File: src/rtl/smp_demux_pkg.sv
package smp_demux_pkg;

    // Alignment request qualifier states
    typedef enum logic [1:0] {
        AL_RUN   = 2'd0,
        AL_ARMED = 2'd1,
        AL_HOLD  = 2'd2
    } align_state_e;

    // Output phase ring: A slots capture the first sample of a pair,
    // B slots complete the pair
    typedef enum logic [1:0] {
        PH_A0 = 2'd0,
        PH_B0 = 2'd1,
        PH_A1 = 2'd2,
        PH_B1 = 2'd3
    } slot_e;

    localparam logic RATIO_SINGLE = 1'b0;
    localparam logic RATIO_PAIR   = 1'b1;
    localparam logic RATE_HALF    = 1'b0;
    localparam logic RATE_QUARTER = 1'b1;

endpackage

File: src/rtl/smp_dr_sync.sv
module smp_dr_sync #(
    parameter int STAGES = 2
) (
    input  logic clk,
    input  logic rst_n,
    input  logic din,
    output logic dout
);

    logic [STAGES-1:0] sr;

    always_ff @(posedge clk or negedge rst_n) begin
        if (!rst_n) begin
            sr <= '0;
        end else begin
            sr <= {sr[STAGES-2:0], din};
        end
    end

    assign dout = sr[STAGES-1];

endmodule

File: src/rtl/smp_align_fsm.sv
module smp_align_fsm
    import smp_demux_pkg::*;
(
    input  logic clk,
    input  logic rst_n,
    input  logic req,
    output logic realign
);

    align_state_e state, state_nxt;

    always_ff @(posedge clk or negedge rst_n) begin
        if (!rst_n) begin
            state <= AL_RUN;
        end else begin
            state <= state_nxt;
        end
    end

    always_comb begin
        state_nxt = state;
        unique case (state)
            AL_RUN:   if (req) state_nxt = AL_ARMED;
            AL_ARMED: state_nxt = req ? AL_HOLD : AL_RUN;
            AL_HOLD:  if (!req) state_nxt = AL_RUN;
            default:  state_nxt = AL_RUN;
        endcase
    end

    // The request counts once it is seen on two edges in a row
    always_comb begin
        realign = 1'b0;
        unique case (state)
            AL_ARMED: realign = req;
            default:  realign = 1'b0;
        endcase
    end

endmodule

File: src/rtl/smp_phase_div.sv
module smp_phase_div
    import smp_demux_pkg::*;
(
    input  logic  clk,
    input  logic  rst_n,
    input  logic  realign,
    input  logic  rate_sel,
    output slot_e slot,
    output logic  dr_clk
);

    slot_e slot_nxt;
    logic  dr_nxt;

    always_ff @(posedge clk or negedge rst_n) begin
        if (!rst_n) begin
            slot <= PH_A0;
        end else begin
            slot <= slot_nxt;
        end
    end

    always_comb begin
        slot_nxt = slot;
        unique case (slot)
            PH_A0: slot_nxt = PH_B0;
            PH_B0: slot_nxt = PH_A1;
            PH_A1: slot_nxt = PH_B1;
            PH_B1: slot_nxt = PH_A0;
        endcase
        if (realign) slot_nxt = PH_A0;
    end

    // Data-ready level decoded from the slot being entered, then registered
    always_comb begin
        dr_nxt = 1'b0;
        unique case (slot_nxt)
            PH_A0: dr_nxt = (rate_sel == RATE_HALF);
            PH_B0: dr_nxt = 1'b0;
            PH_A1: dr_nxt = 1'b1;
            PH_B1: dr_nxt = (rate_sel == RATE_QUARTER);
        endcase
        if (realign) dr_nxt = 1'b0;
    end

    always_ff @(posedge clk or negedge rst_n) begin
        if (!rst_n) begin
            dr_clk <= 1'b0;
        end else begin
            dr_clk <= dr_nxt;
        end
    end

endmodule

File: src/rtl/smp_demux_path.sv
module smp_demux_path #(
    parameter int DW    = 8,
    parameter int LAT_A = 4
) (
    input  logic          clk,
    input  logic          rst_n,
    input  logic [DW-1:0] smp_in,
    input  logic          pair_mode,
    input  logic          b_slot,
    output logic [DW-1:0] pa,
    output logic [DW-1:0] pb
);

    // Stages after the pair register; the last one drives the ports
    localparam int TAIL = LAT_A - 1;

    logic [DW-1:0] a_hold;
    logic [DW-1:0] st_a, st_b;

    always_ff @(posedge clk or negedge rst_n) begin
        if (!rst_n) begin
            a_hold <= '0;
            st_a   <= '0;
            st_b   <= '0;
        end else begin
            if (!pair_mode || !b_slot) begin
                a_hold <= smp_in;
            end
            if (!pair_mode || b_slot) begin
                st_a <= a_hold;
                st_b <= pair_mode ? smp_in : '0;
            end
        end
    end

    for (genvar i = 0; i < TAIL; i++) begin : g_tail
        logic [DW-1:0] a_q, b_q;
        if (i == 0) begin : g_head
            always_ff @(posedge clk or negedge rst_n) begin
                if (!rst_n) begin
                    a_q <= '0;
                    b_q <= '0;
                end else begin
                    a_q <= st_a;
                    b_q <= st_b;
                end
            end
        end else begin : g_body
            always_ff @(posedge clk or negedge rst_n) begin
                if (!rst_n) begin
                    a_q <= '0;
                    b_q <= '0;
                end else begin
                    a_q <= g_tail[i-1].a_q;
                    b_q <= g_tail[i-1].b_q;
                end
            end
        end
    end

    assign pa = g_tail[TAIL-1].a_q;
    assign pb = g_tail[TAIL-1].b_q;

endmodule

File: src/rtl/smp_demux_top.sv
module smp_demux_top
    import smp_demux_pkg::*;
#(
    parameter int DW          = 8,
    parameter int LAT_A       = 4,
    parameter int SYNC_STAGES = 2
) (
    input  logic          clk,
    input  logic          rst_n,
    input  logic [DW-1:0] smp_in,
    input  logic          ratio_sel,
    input  logic          rate_sel,
    input  logic          dr_rst,
    output logic [DW-1:0] port_a,
    output logic [DW-1:0] port_b,
    output logic          port_b_en,
    output logic          dr_clk
);

    logic          req_sync;
    logic          realign;
    slot_e         slot;
    logic          b_slot;
    logic [DW-1:0] pb_raw;

    smp_dr_sync #(.STAGES(SYNC_STAGES)) u_sync (
        .clk  (clk),
        .rst_n(rst_n),
        .din  (dr_rst),
        .dout (req_sync)
    );

    smp_align_fsm u_align (
        .clk    (clk),
        .rst_n  (rst_n),
        .req    (req_sync),
        .realign(realign)
    );

    smp_phase_div u_div (
        .clk     (clk),
        .rst_n   (rst_n),
        .realign (realign),
        .rate_sel(rate_sel),
        .slot    (slot),
        .dr_clk  (dr_clk)
    );

    assign b_slot = (slot == PH_B0) || (slot == PH_B1);

    smp_demux_path #(.DW(DW), .LAT_A(LAT_A)) u_path (
        .clk      (clk),
        .rst_n    (rst_n),
        .smp_in   (smp_in),
        .pair_mode(ratio_sel == RATIO_PAIR),
        .b_slot   (b_slot),
        .pa       (port_a),
        .pb       (pb_raw)
    );

    always_ff @(posedge clk or negedge rst_n) begin
        if (!rst_n) begin
            port_b_en <= 1'b0;
        end else begin
            port_b_en <= (ratio_sel == RATIO_PAIR);
        end
    end

    assign port_b = port_b_en ? pb_raw : '0;

endmodule

File: config.mk
export PLATFORM = sky130hd
export DESIGN_NAME = smp_demux_top
export DESIGN_NICKNAME = d
export VERILOG_FILES = /design/src/rtl/smp_demux_pkg.sv /design/src/rtl/smp_dr_sync.sv /design/src/rtl/smp_align_fsm.sv /design/src/rtl/smp_phase_div.sv /design/src/rtl/smp_demux_path.sv /design/src/rtl/smp_demux_top.sv
export SDC_FILE = /design/constraint.sdc
export NUM_CORES = 1
export LEC_CHECK = 0
export ABC_AREA = 1
export BUFFER_PORTS_ARGS = -buffer_cell sky130_fd_sc_hd__buf_4
export CORE_AREA = 4 4 107 109
export CTS_BUF_LIST = sky130_fd_sc_hd__clkbuf_16
export CTS_CLUSTER_SIZE = 10
export DETAILED_ROUTE_END_ITERATION = 6
export DIE_AREA = 0 0 111 113
export SLEW_MARGIN = 25
export SYNTH_ARGS = -nofsm -noshare
export SYNTH_HDL_FRONTEND = slang
export SYNTH_HIERARCHICAL = 1
export SYNTH_SLANG_ARGS = --single-unit
File: constraint.sdc
create_clock -name clk -period 1.02 [get_ports clk]
set_input_delay 0 -clock clk [delete_from_list [all_inputs] [get_ports clk]]
set_output_delay 0 -clock clk [all_outputs]
set_load 0.02 [all_outputs]
==> results.json, run 1 <==
{
  "status": "finished with violations",
  "violations": "setup timing",
  "area_growth_pct": 34.1,
  "start_util_pct": 24.5,
  "via_per_inst": 3.73,
  "io_pins": 31,
  "crit_family": "flip-flops",
  "tightest_slew_ns": 0.223,
  "clock_latency_ns": 0.33,
  "core_area_sq_um": 10600,
  "ant_nets": 0,
  "ctsRootBufferMaster": "clkbuf_16",
  "vias": 1485,
  "io_buffers": 30,
  "yosys.area.top_type_share_pct": 77.0,
  "power.density_nw_per_um2": 2810,
  "hold_class": "in -> async",
  "crit_path_cell_trace": "nand2_1 > inv_1 > buf_4",
  "cts_sinks": 80,
  "seqCellArea_sq_um": 2000,
  "path_depth": 3,
  "wl_per_cell_um": 10.2,
  "finalCritPeriodShare_pct": 101,
  "layout_min_cycle_time_ns": 1.03,
  "cts_tree": "yes",
  "p_total_uw": 9800,
  "r2r_cells": 6,
  "dp_slack_ns": -0.00191,
  "drv_slew": 0,
  "cp.arrival_ns": 1.03,
  "grt_max_degree": 44,
  "syn_inst": 201,
  "clkSlewWorstSetupHoldPaths_ns": 0.06,
  "ys_types": 16,
  "gp_congestion": 0.743,
  "synth-seq-area-share_pct": 77.0,
  "critical_path_peak_fanout": 9,
  "whs_ns": 0.0438,
  "synth_area_sq_um": 2600,
  "finalWirelength_mm": 4.08,
  "grt_pass1_vias": 1466,
  "clock_skew_ns": 0.00575,
  "final_cell_mix": "dfrtp_1, nand2_1, nand3_1",
  "critical-path-max-stage-delay_ns": 0.45,
  "setup_viol": 6,
  "cts_max_path_buffers": 2,
  "die_area_sq_um": 12500,
  "critPathBufInv": 2,
  "drive_above_1_share_pct": 25.6,
  "hpwl_mm": 2.77,
  "fp.dieH_um": 113,
  "antenna_found_initial": 0,
  "fin_tns_setup_ns": -0.0408,
  "crit_type": "reg -> out",
  "insertedDiodeCount": 0,
  "setup_slack_ns": -0.0114,
  "gr-total-overflow": 0,
  "ys_seq_elements": 80,
  "firstDrtPassIters": 5,
  "htree_levels": 3,
  "synth_area_leaders": "dfrtp_1, nand2_1, nand3_1",
  "leakage_uw": 0.00179,
  "fin_nets": 268,
  "drc": 0,
  "critPathSlowestCell": "dfrtp_2",
  "reg2reg_slack_ns": 0.04,
  "num_rows": 38,
  "rsz0062_at_grt": "true",
  "fillers": 1061,
  "slew_headroom_pct": 85.2,
  "drt-initial-drc-count": 98,
  "critPathCaptureType": "output port",
  "max_freq_mhz": 970,
  "die_x_um": 111,
  "yosys_warnings": 6,
  "peakVddDrop_mv": 0.987,
  "synth_top_cell_by_area": "dfrtp_1",
  "cap_violations": 0,
  "synth.avg_cell_area_sq_um": 12.9,
  "cts_made_buffers": 9,
  "hold_viol": 0,
  "worstSetupStartpointType": "flop",
  "synth_nets": 216,
  "final_common_cell": "dfrtp_1",
  "multi_input_area_sq_um": 463,
  "track_usage_pct": 7.21,
  "cp_data_required_time_ns": 1.02,
  "grt_pass1_wl_mm": 7.11
}
[worst register-to-register path: stages (launching register included)]
cell and delay [ns]:
dfrtp_1 0.38, inv_2 0.07, ha_4 0.26, inv_2 0.03, nand2_1 0.04, nand2_1 0.04
nor2_1 0.09
[logic make-up (layout without fill, tap and decap cells)]
kind of cell	after synthesis	count (layout)	synth area share [%]
fa+ha+maj	2	2	0.962
flops	80	80	77.0
buf+inv	25	82	5.97
simple gates	94	94	16.1
[through the flow]
stage | instance area [sq um] | utilization, % | instances
after floorplan | 2600 | - | 201
after global placement | 2980 | 28.1 | 367
after detailed placement | 2980 | 28.1 | 367
after CTS | 3440 | 32.5 | 397
after global routing | 3490 | 32.9 | 398
final | 3490 | 32.9 | 398
[registers in the layout, indices dropped and copies added, names as in the netlist]
name	cells
u_path/st_a	8
u_path/a_hold	8
u_path/g_tail.a_q	16
u_sync/sr	2
u_path/g_tail.b_q	16
u_align/state	2
u_div/dr_clk	1
u_path/pb	8
port_b_en	1
u_path/pa	8
u_path/st_b	8
u_div/slot	2
[what timing repair did]
action / 4_1_cts / 5_1_grt
pin swaps: 0 / 1
endpoints found under the setup margin: 11 / 26
setup buffers: 2 / 1
hold buffers: 12 / 0
hold endpoints to repair: 99 / 0
resized for setup: 3 / 9
[cell type report]
class	count	share of cell area, %
Clock buffer	9	6.46
Clock inverter	7	2.48
Inverter	16	1.94
Multi-Input combinational cell	96	13.3
Sequential cell	80	57.5
Tap cell	140	5.03
Timing Repair Buffer	50	13.4
[power by group]
group	switching [uW]	total (uW)	internal, uW
Combinational	1110	1980	873
Sequential	371	4560	4190
Clock	1310	3260	1950
[path summary, 6_finish.rpt]
check                                                   from                                 to
setup / recovery                         port_b_en$_DFF_PN0_                          port_b[7]
hold / removal                                         rst_n       u_align/state[1]$_DFFE_PN0P_
setup reg to reg                     u_div/slot[0]$_DFF_PN0_             u_div/dr_clk$_DFF_PN0_
hold reg to reg            u_path/g_tail[0].a_q[5]$_DFF_PN0_  u_path/g_tail[1].a_q[5]$_DFF_PN0_
max in group asynchronous                              rst_n                port_b_en$_DFF_PN0_
min in group clk                                      dr_rst             u_sync/sr[0]$_DFF_PN0_
[routing by layer]
metal	up-vias	share of wire (%)	track usage [%]
met3	5	6.3	3.53
li1	731	-	-
met1	708	44	8.98
met4	0	1.2	3.20
met2	41	48	10.6
met5	-	0	0
[synthesized netlist by cell type]
| library cell | n |
|---|---|
| dfrtp_1 | 80 |
| nand2_1 | 52 |
| nand3_1 | 32 |
| inv_1 | 15 |
| buf_6 | 5 |
| nor2_1 | 5 |
| ha_1 | 2 |
| nand3_2 | 2 |
| buf_2 | 1 |
| buf_4 | 1 |
| buf_8 | 1 |
| clkbuf_1 | 1 |
| inv_8 | 1 |
| nand2_2 | 1 |
| nand2_4 | 1 |
| nor2_2 | 1 |
(Power assumes the default switching activity.)
==> inputs of run 2 (changes only) <==
RECOVER_POWER = 25   (was unset)
==> run 2 against run 1 <==
Compared with the run above:
- the flow still finishes with violations (setup timing)
- sequential cell count did not move
- register-to-register slack barely moved
- fmax is essentially flat
==> results.json, run 2 (same netlist as run 1, synthesis figures left out) <==
{
  "fin_nets": 268,
  "fp.dieH_um": 113,
  "critPathSlowestCell": "dfrtp_2",
  "cts_made_buffers": 9,
  "area_growth_pct": 33.6,
  "grt_max_degree": 44,
  "htree_levels": 3,
  "grt_pass1_wl_mm": 7.11,
  "ctsRootBufferMaster": "clkbuf_16",
  "hold_class": "in -> async",
  "r2r_cells": 6,
  "max_freq_mhz": 970,
  "track_usage_pct": 7.21,
  "crit_path_cell_trace": "nand2_1 > inv_1 > buf_4",
  "r2r_start": "u_div/slot[0]$_DFF_PN0_",
  "layout_min_cycle_time_ns": 1.03,
  "critical_path_peak_fanout": 9,
  "die_area_sq_um": 12500,
  "multi_input_area_sq_um": 463,
  "hpwl_mm": 2.77,
  "power.density_nw_per_um2": 2820,
  "io_pins": 31,
  "crit_type": "reg -> out",
  "critical-path-max-stage-delay_ns": 0.45,
  "startpoint": "port_b_en$_DFF_PN0_",
  "cts_tree": "yes",
  "placedCellCount": 367,
  "die_x_um": 111,
  "cts_sinks": 80,
  "core_area_sq_um": 10600,
  "ant_nets": 0,
  "utilization_pct": 32.8,
  "rsz0062_at_grt": "true",
  "tightest_slew_ns": 0.595,
  "violations": "setup timing",
  "finalWirelength_mm": 4.08,
  "gp_congestion": 0.743,
  "leakage_uw": 0.00178,
  "whs_ns": 0.184,
  "p_switching_uw": 2790,
  "clock_skew_ns": 0.00575,
  "antenna_found_initial": 0,
  "drc": 0,
  "via_per_inst": 3.73,
  "worstSetupStartpointType": "flop",
  "insertedDiodeCount": 0,
  "finalCritPeriodShare_pct": 101,
  "p_sw_share_pct": 28.5,
  "critPathBufInv": 2,
  "drt-initial-drc-count": 98,
  "cp_data_required_time_ns": 1.02,
  "crit_family": "flip-flops",
  "clkPwrFrac_pct": 33.3,
  "cp-endpoint": "port_b[7]",
  "clock_latency_ns": 0.33,
  "cp.arrival_ns": 1.03,
  "cts_max_path_buffers": 2,
  "reg2reg_to": "u_div/dr_clk$_DFF_PN0_",
  "finalNonFillerCells": 398,
  "clkSlewWorstSetupHoldPaths_ns": 0.06,
  "fillers": 1063,
  "start_util_pct": 24.5,
  "gr-total-overflow": 0,
  "largestRegisters": "u_path/g_tail.a_q: 16 flops, u_path/g_tail.b_q: 16 flops",
  "wl_per_cell_um": 10.2,
  "drive_above_1_share_pct": 25.2,
  "critPathCaptureType": "output port",
  "slew_headroom_pct": 60.4,
  "status": "finished with violations",
  "num_rows": 38,
  "share_seq_of_total_power_pct": 46.6,
  "setup_viol": 6,
  "grt_pass1_vias": 1466,
  "vias": 1486,
  "final_common_cell": "dfrtp_1",
  "seqCellArea_sq_um": 2000,
  "io_buffers": 30,
  "peakVddDrop_mv": 0.987,
  "setup_slack_ns": -0.0114,
  "path_depth": 3,
  "reg2reg_slack_ns": 0.04,
  "firstDrtPassIters": 5,
  "drv_slew": 0,
  "intPower_uw": 7010,
  "cap_violations": 0,
  "hold_viol": 0,
  "final_cell_mix": "dfrtp_1, nand2_1, nand3_1",
  "comb_power_share_pct": 20.1
}
-- run 2: cell type report --
type,count,area share [%]
clock buffer,9,6.48
clock inverter,7,2.49
inverter,16,1.95
multi-input combinational,96,13.3
sequential,80,57.7
tap,140,5.04
timing repair buffer,50,13.0
-- run 2: power by group through the flow --
stage / clock, uW / sequential (uW) / combinational [uW]
detailed placement: 0 / 4620 / 1710
global placement: 0 / 4580 / 1670
CTS: 3350 / 4570 / 1880
finish: 3260 / 4560 / 1970
global route: 3520 / 4680 / 2200
floorplan: 0 / 4720 / 982
-- run 2: worst min path at each step --
stage               start                           end  slack, ns  depth (start not counted)
floorplan           rst_n           port_b_en$_DFF_PN0_      -0.30                          0
global placement    rst_n        u_sync/sr[1]$_DFF_PN0_      -0.15                          1
detailed placement  rst_n  u_align/state[1]$_DFFE_PN0P_      -0.15                          1
CTS                 rst_n  u_align/state[1]$_DFFE_PN0P_       0.04                          2
global route        rst_n  u_align/state[0]$_DFFE_PN0P_       0.26                          2
finish              rst_n  u_align/state[1]$_DFFE_PN0P_       0.18                          2
-- run 2: per-stage QoR --
step	area (sq um)	setup WS [ns]	total power, uW	TNS (ns)
3_5_place_dp	2980	-0.00191	6330	-0.00191
5_1_grt	3470	-0.0999	10400	-0.676
6_report	3470	-0.0114	9790	-0.0408
3_3_place_gp	2980	0.00464	6260	0
2_1_floorplan	2600	0.0743	5700	0
4_1_cts	3440	-0.0326	9790	-0.201
-- run 2: timing repair --
| item | CTS | global route |
|---|---|---|
| cloned | 0 | 0 |
| endpoints found under the setup margin | 11 | 26 |
| pin swaps | 0 | 1 |
| hold buffers | 12 | 0 |
| gates resized for setup | 3 | 9 |
| hold endpoints to repair | 99 | 0 |
| buffers inserted | 2 | 1 |
-- run 2: worst register-to-register path, cell delays in order (launching register included) --
cell and delay, ns:
dfrtp_1 0.38, inv_2 0.07, ha_4 0.26, inv_2 0.03, nand2_1 0.04, nand2_1 0.04
nor2_1 0.09
-- run 2: metal layers --
layer  part of all wire (%)  track usage [%]
met1                     44             8.98
met2                     48             10.6
met3                    6.3             3.53
met4                    1.2             3.20
met5                      0                0
==> inputs of run 3 (changes only) <==
--- a/config.mk
+++ b/config.mk
@@ -8,9 +8,9 @@
 export ABC_AREA = 1
 export BUFFER_PORTS_ARGS = -buffer_cell sky130_fd_sc_hd__buf_4
-export CORE_AREA = 4 4 107 109
+export CORE_AREA = 4 4 127 93
 export CTS_BUF_LIST = sky130_fd_sc_hd__clkbuf_16
 export CTS_CLUSTER_SIZE = 10
 export DETAILED_ROUTE_END_ITERATION = 6
-export DIE_AREA = 0 0 111 113
+export DIE_AREA = 0 0 131 97
 export RECOVER_POWER = 25
 export SLEW_MARGIN = 25
==> constraint.sdc (replaced) <==
create_clock -name clk -period 1.02 [get_ports clk]
set_input_delay 0 -clock clk [delete_from_list [all_inputs] [get_ports clk]]
set_output_delay 0 -clock clk [all_outputs]
set_load 0.005 [all_outputs]
==> run 3 against run 2 <==
Compared with the run above:
- global-route usage is 0.77 points higher
- setup slack worse by 0.014 ns
- sequential cell count is the same
- cell area is 0.43% higher
- worst hold slack got worse by 0.031 ns
- core utilization down 0.13 points
- clock skew grew 0.00060 ns
- combinational power fell by 11%
- power decreased by 2.5%
- first-iteration DRC count rose by 3.1%
- the flow still finishes with violations (setup timing)
- largest power group unchanged
==> results.json, run 3 (same netlist as run 1, synthesis figures left out) <==
{
  "status": "finished with violations",
  "violations": "setup timing",
  "whs_ns": 0.153,
  "grtUsageMet1_pct": 9.24,
  "leakage_uw": 0.00183,
  "grt_pass1_wl_mm": 7.58,
  "seqCellArea_sq_um": 2000,
  "start_util_pct": 24.3,
  "hold_viol": 0,
  "place_area_sq_um": 3000,
  "firstDrtPassIters": 4,
  "critPathBufInv": 2,
  "critical_path_peak_fanout": 9,
  "critPathSlowestCell": "dfrtp_2",
  "max_freq_mhz": 957,
  "crit_type": "reg -> out",
  "critical-path-max-stage-delay_ns": 0.47,
  "finalWirelength_mm": 4.51,
  "largestRegisters": "u_path/g_tail.a_q: 16 flops, u_path/g_tail.b_q: 16 flops",
  "insertedDiodeCount": 0,
  "crit_family": "flip-flops",
  "critPathCaptureType": "output port",
  "crit_path_cell_trace": "nand2_1 > inv_1 > buf_4",
  "grt_pass1_vias": 1638,
  "clkSlewWorstSetupHoldPaths_ns": 0.06,
  "htree_levels": 3,
  "cp.arrival_ns": 1.05,
  "drc": 0,
  "layout_min_cycle_time_ns": 1.05,
  "drt-initial-drc-count": 101,
  "fillers": 1066,
  "final_cell_mix": "dfrtp_1, nand2_1, buf_4",
  "grtUsageMet3_pct": 4.58,
  "met2_usage_pct": 12.1,
  "drive_above_1_share_pct": 24.6,
  "cts_tree": "yes",
  "gr-total-overflow": 0,
  "clock_latency_ns": 0.33,
  "finalCritPeriodShare_pct": 102,
  "cts_sinks": 80,
  "ctsRootBufferMaster": "clkbuf_16",
  "setup_slack_ns": -0.0251,
  "die_area_sq_um": 12700,
  "area_growth_pct": 34.2,
  "rsz0062_at_grt": "true",
  "gp_congestion": 0.718,
  "clock_skew_ns": 0.00635,
  "antenna_found_initial": 0,
  "cap_violations": 0,
  "setup_viol": 8,
  "vias": 1554,
  "hpwl_mm": 3.10,
  "cts_max_path_buffers": 2,
  "io_buffers": 30,
  "slew_headroom_pct": 71.8,
  "io_pins": 31,
  "core_area_sq_um": 10700,
  "cp_data_required_time_ns": 1.02,
  "tightest_slew_ns": 0.423,
  "worstSetupStartpointType": "flop",
  "multi_input_area_sq_um": 443,
  "drv_slew": 0,
  "hold_class": "in -> async",
  "busiest_layer": "met2",
  "die_x_um": 131,
  "grt_max_degree": 32,
  "stdcell_area_sq_um": 3490,
  "num_rows": 32,
  "peakVddDrop_mv": 1.07,
  "final_common_cell": "dfrtp_1",
  "cts_made_buffers": 9,
  "fp.dieH_um": 97,
  "via_per_inst": 3.89,
  "track_usage_pct": 7.99,
  "power.density_nw_per_um2": 2740,
  "wl_per_cell_um": 11.3,
  "ant_nets": 0,
  "fin_nets": 274
}
==> run 3: cell types whose count changed in the layout (fill, tap and decap cells not counted), moves of 2 or more <==
cell	delta
buf_4	+10
buf_6	-4
inv_1	+3
ha_1	+2
inv_6	-2
inv_8	-2
==> run 3: per-layer routing <==
metal | up-vias | share of wire [%] | wire length [um]
met1 | 776 | 44 | 2000
met2 | 27 | 48 | 2170
met4 | 0 | 1.3 | 58
met3 | 7 | 6.5 | 291
li1 | 744 | - | -
met5 | - | 0 | 0
==> run 3: worst paths after layout <==
check	from	to	slack, ns	cells after the start
max in group asynchronous	rst_n	port_b_en$_DFF_PN0_	0.40	3
max	port_b_en$_DFF_PN0_	port_b[5]	-0.03	3
min in group clk	dr_rst	u_sync/sr[0]$_DFF_PN0_	0.33	2
max reg2reg	u_div/slot[0]$_DFF_PN0_	u_div/dr_clk$_DFF_PN0_	0.01	6
min	rst_n	u_path/st_b[1]$_DFFE_PN0P_	0.15	2
min reg2reg	u_path/g_tail[0].b_q[0]$_DFF_PN0_	u_path/g_tail[1].b_q[0]$_DFF_PN0_	0.35	0
==> run 3: what timing repair did <==
action / CTS / global route
resized for setup: 2 / 4
hold buffers: 12 / 0
hold endpoints to repair: 99 / 0
pin swaps: 0 / 1
endpoints found under the setup margin: 12 / 11
cloned: 0 / 0
buffers inserted: 5 / 0
==> run 3: power by group <==
group	internal (uW)	total [uW]	switching [uW]
Clock	2100	3230	1130
Combinational	870	1750	884
Sequential	4190	4560	368
==> run 3: worst register-to-register path, cell delays in order, from the launching register on <==
cell and delay, ns:
dfrtp_1 0.37, inv_1 0.09, ha_1 0.24, inv_2 0.06, nand2_1 0.04, nand2_1 0.05, nor2_1 0.04
==> run 3: metrics by stage <==
step	utilization (%)	TNS [ns]	instances	total power (uW)	setup slack (ns)
2_1_floorplan	-	0	201	5460	0.0743
3_5_place_dp	28.1	-0.00175	367	6160	-0.00175
6_report	32.6	-0.147	400	9550	-0.0251
5_1_grt	32.6	-0.684	400	10100	-0.0854
4_1_cts	32.6	-0.383	400	9690	-0.0556
3_3_place_gp	28.1	0	367	6060	0.0308
==> run 3: cell type report <==
class                           count  share of cell area (%)
Tap cell                          136                    4.88
Clock inverter                      7                    2.30
Inverter                           16                    1.94
Multi-Input combinational cell     96                    12.7
Clock buffer                        9                    6.46
Timing Repair Buffer               56                    14.3
Sequential cell                    80                    57.4
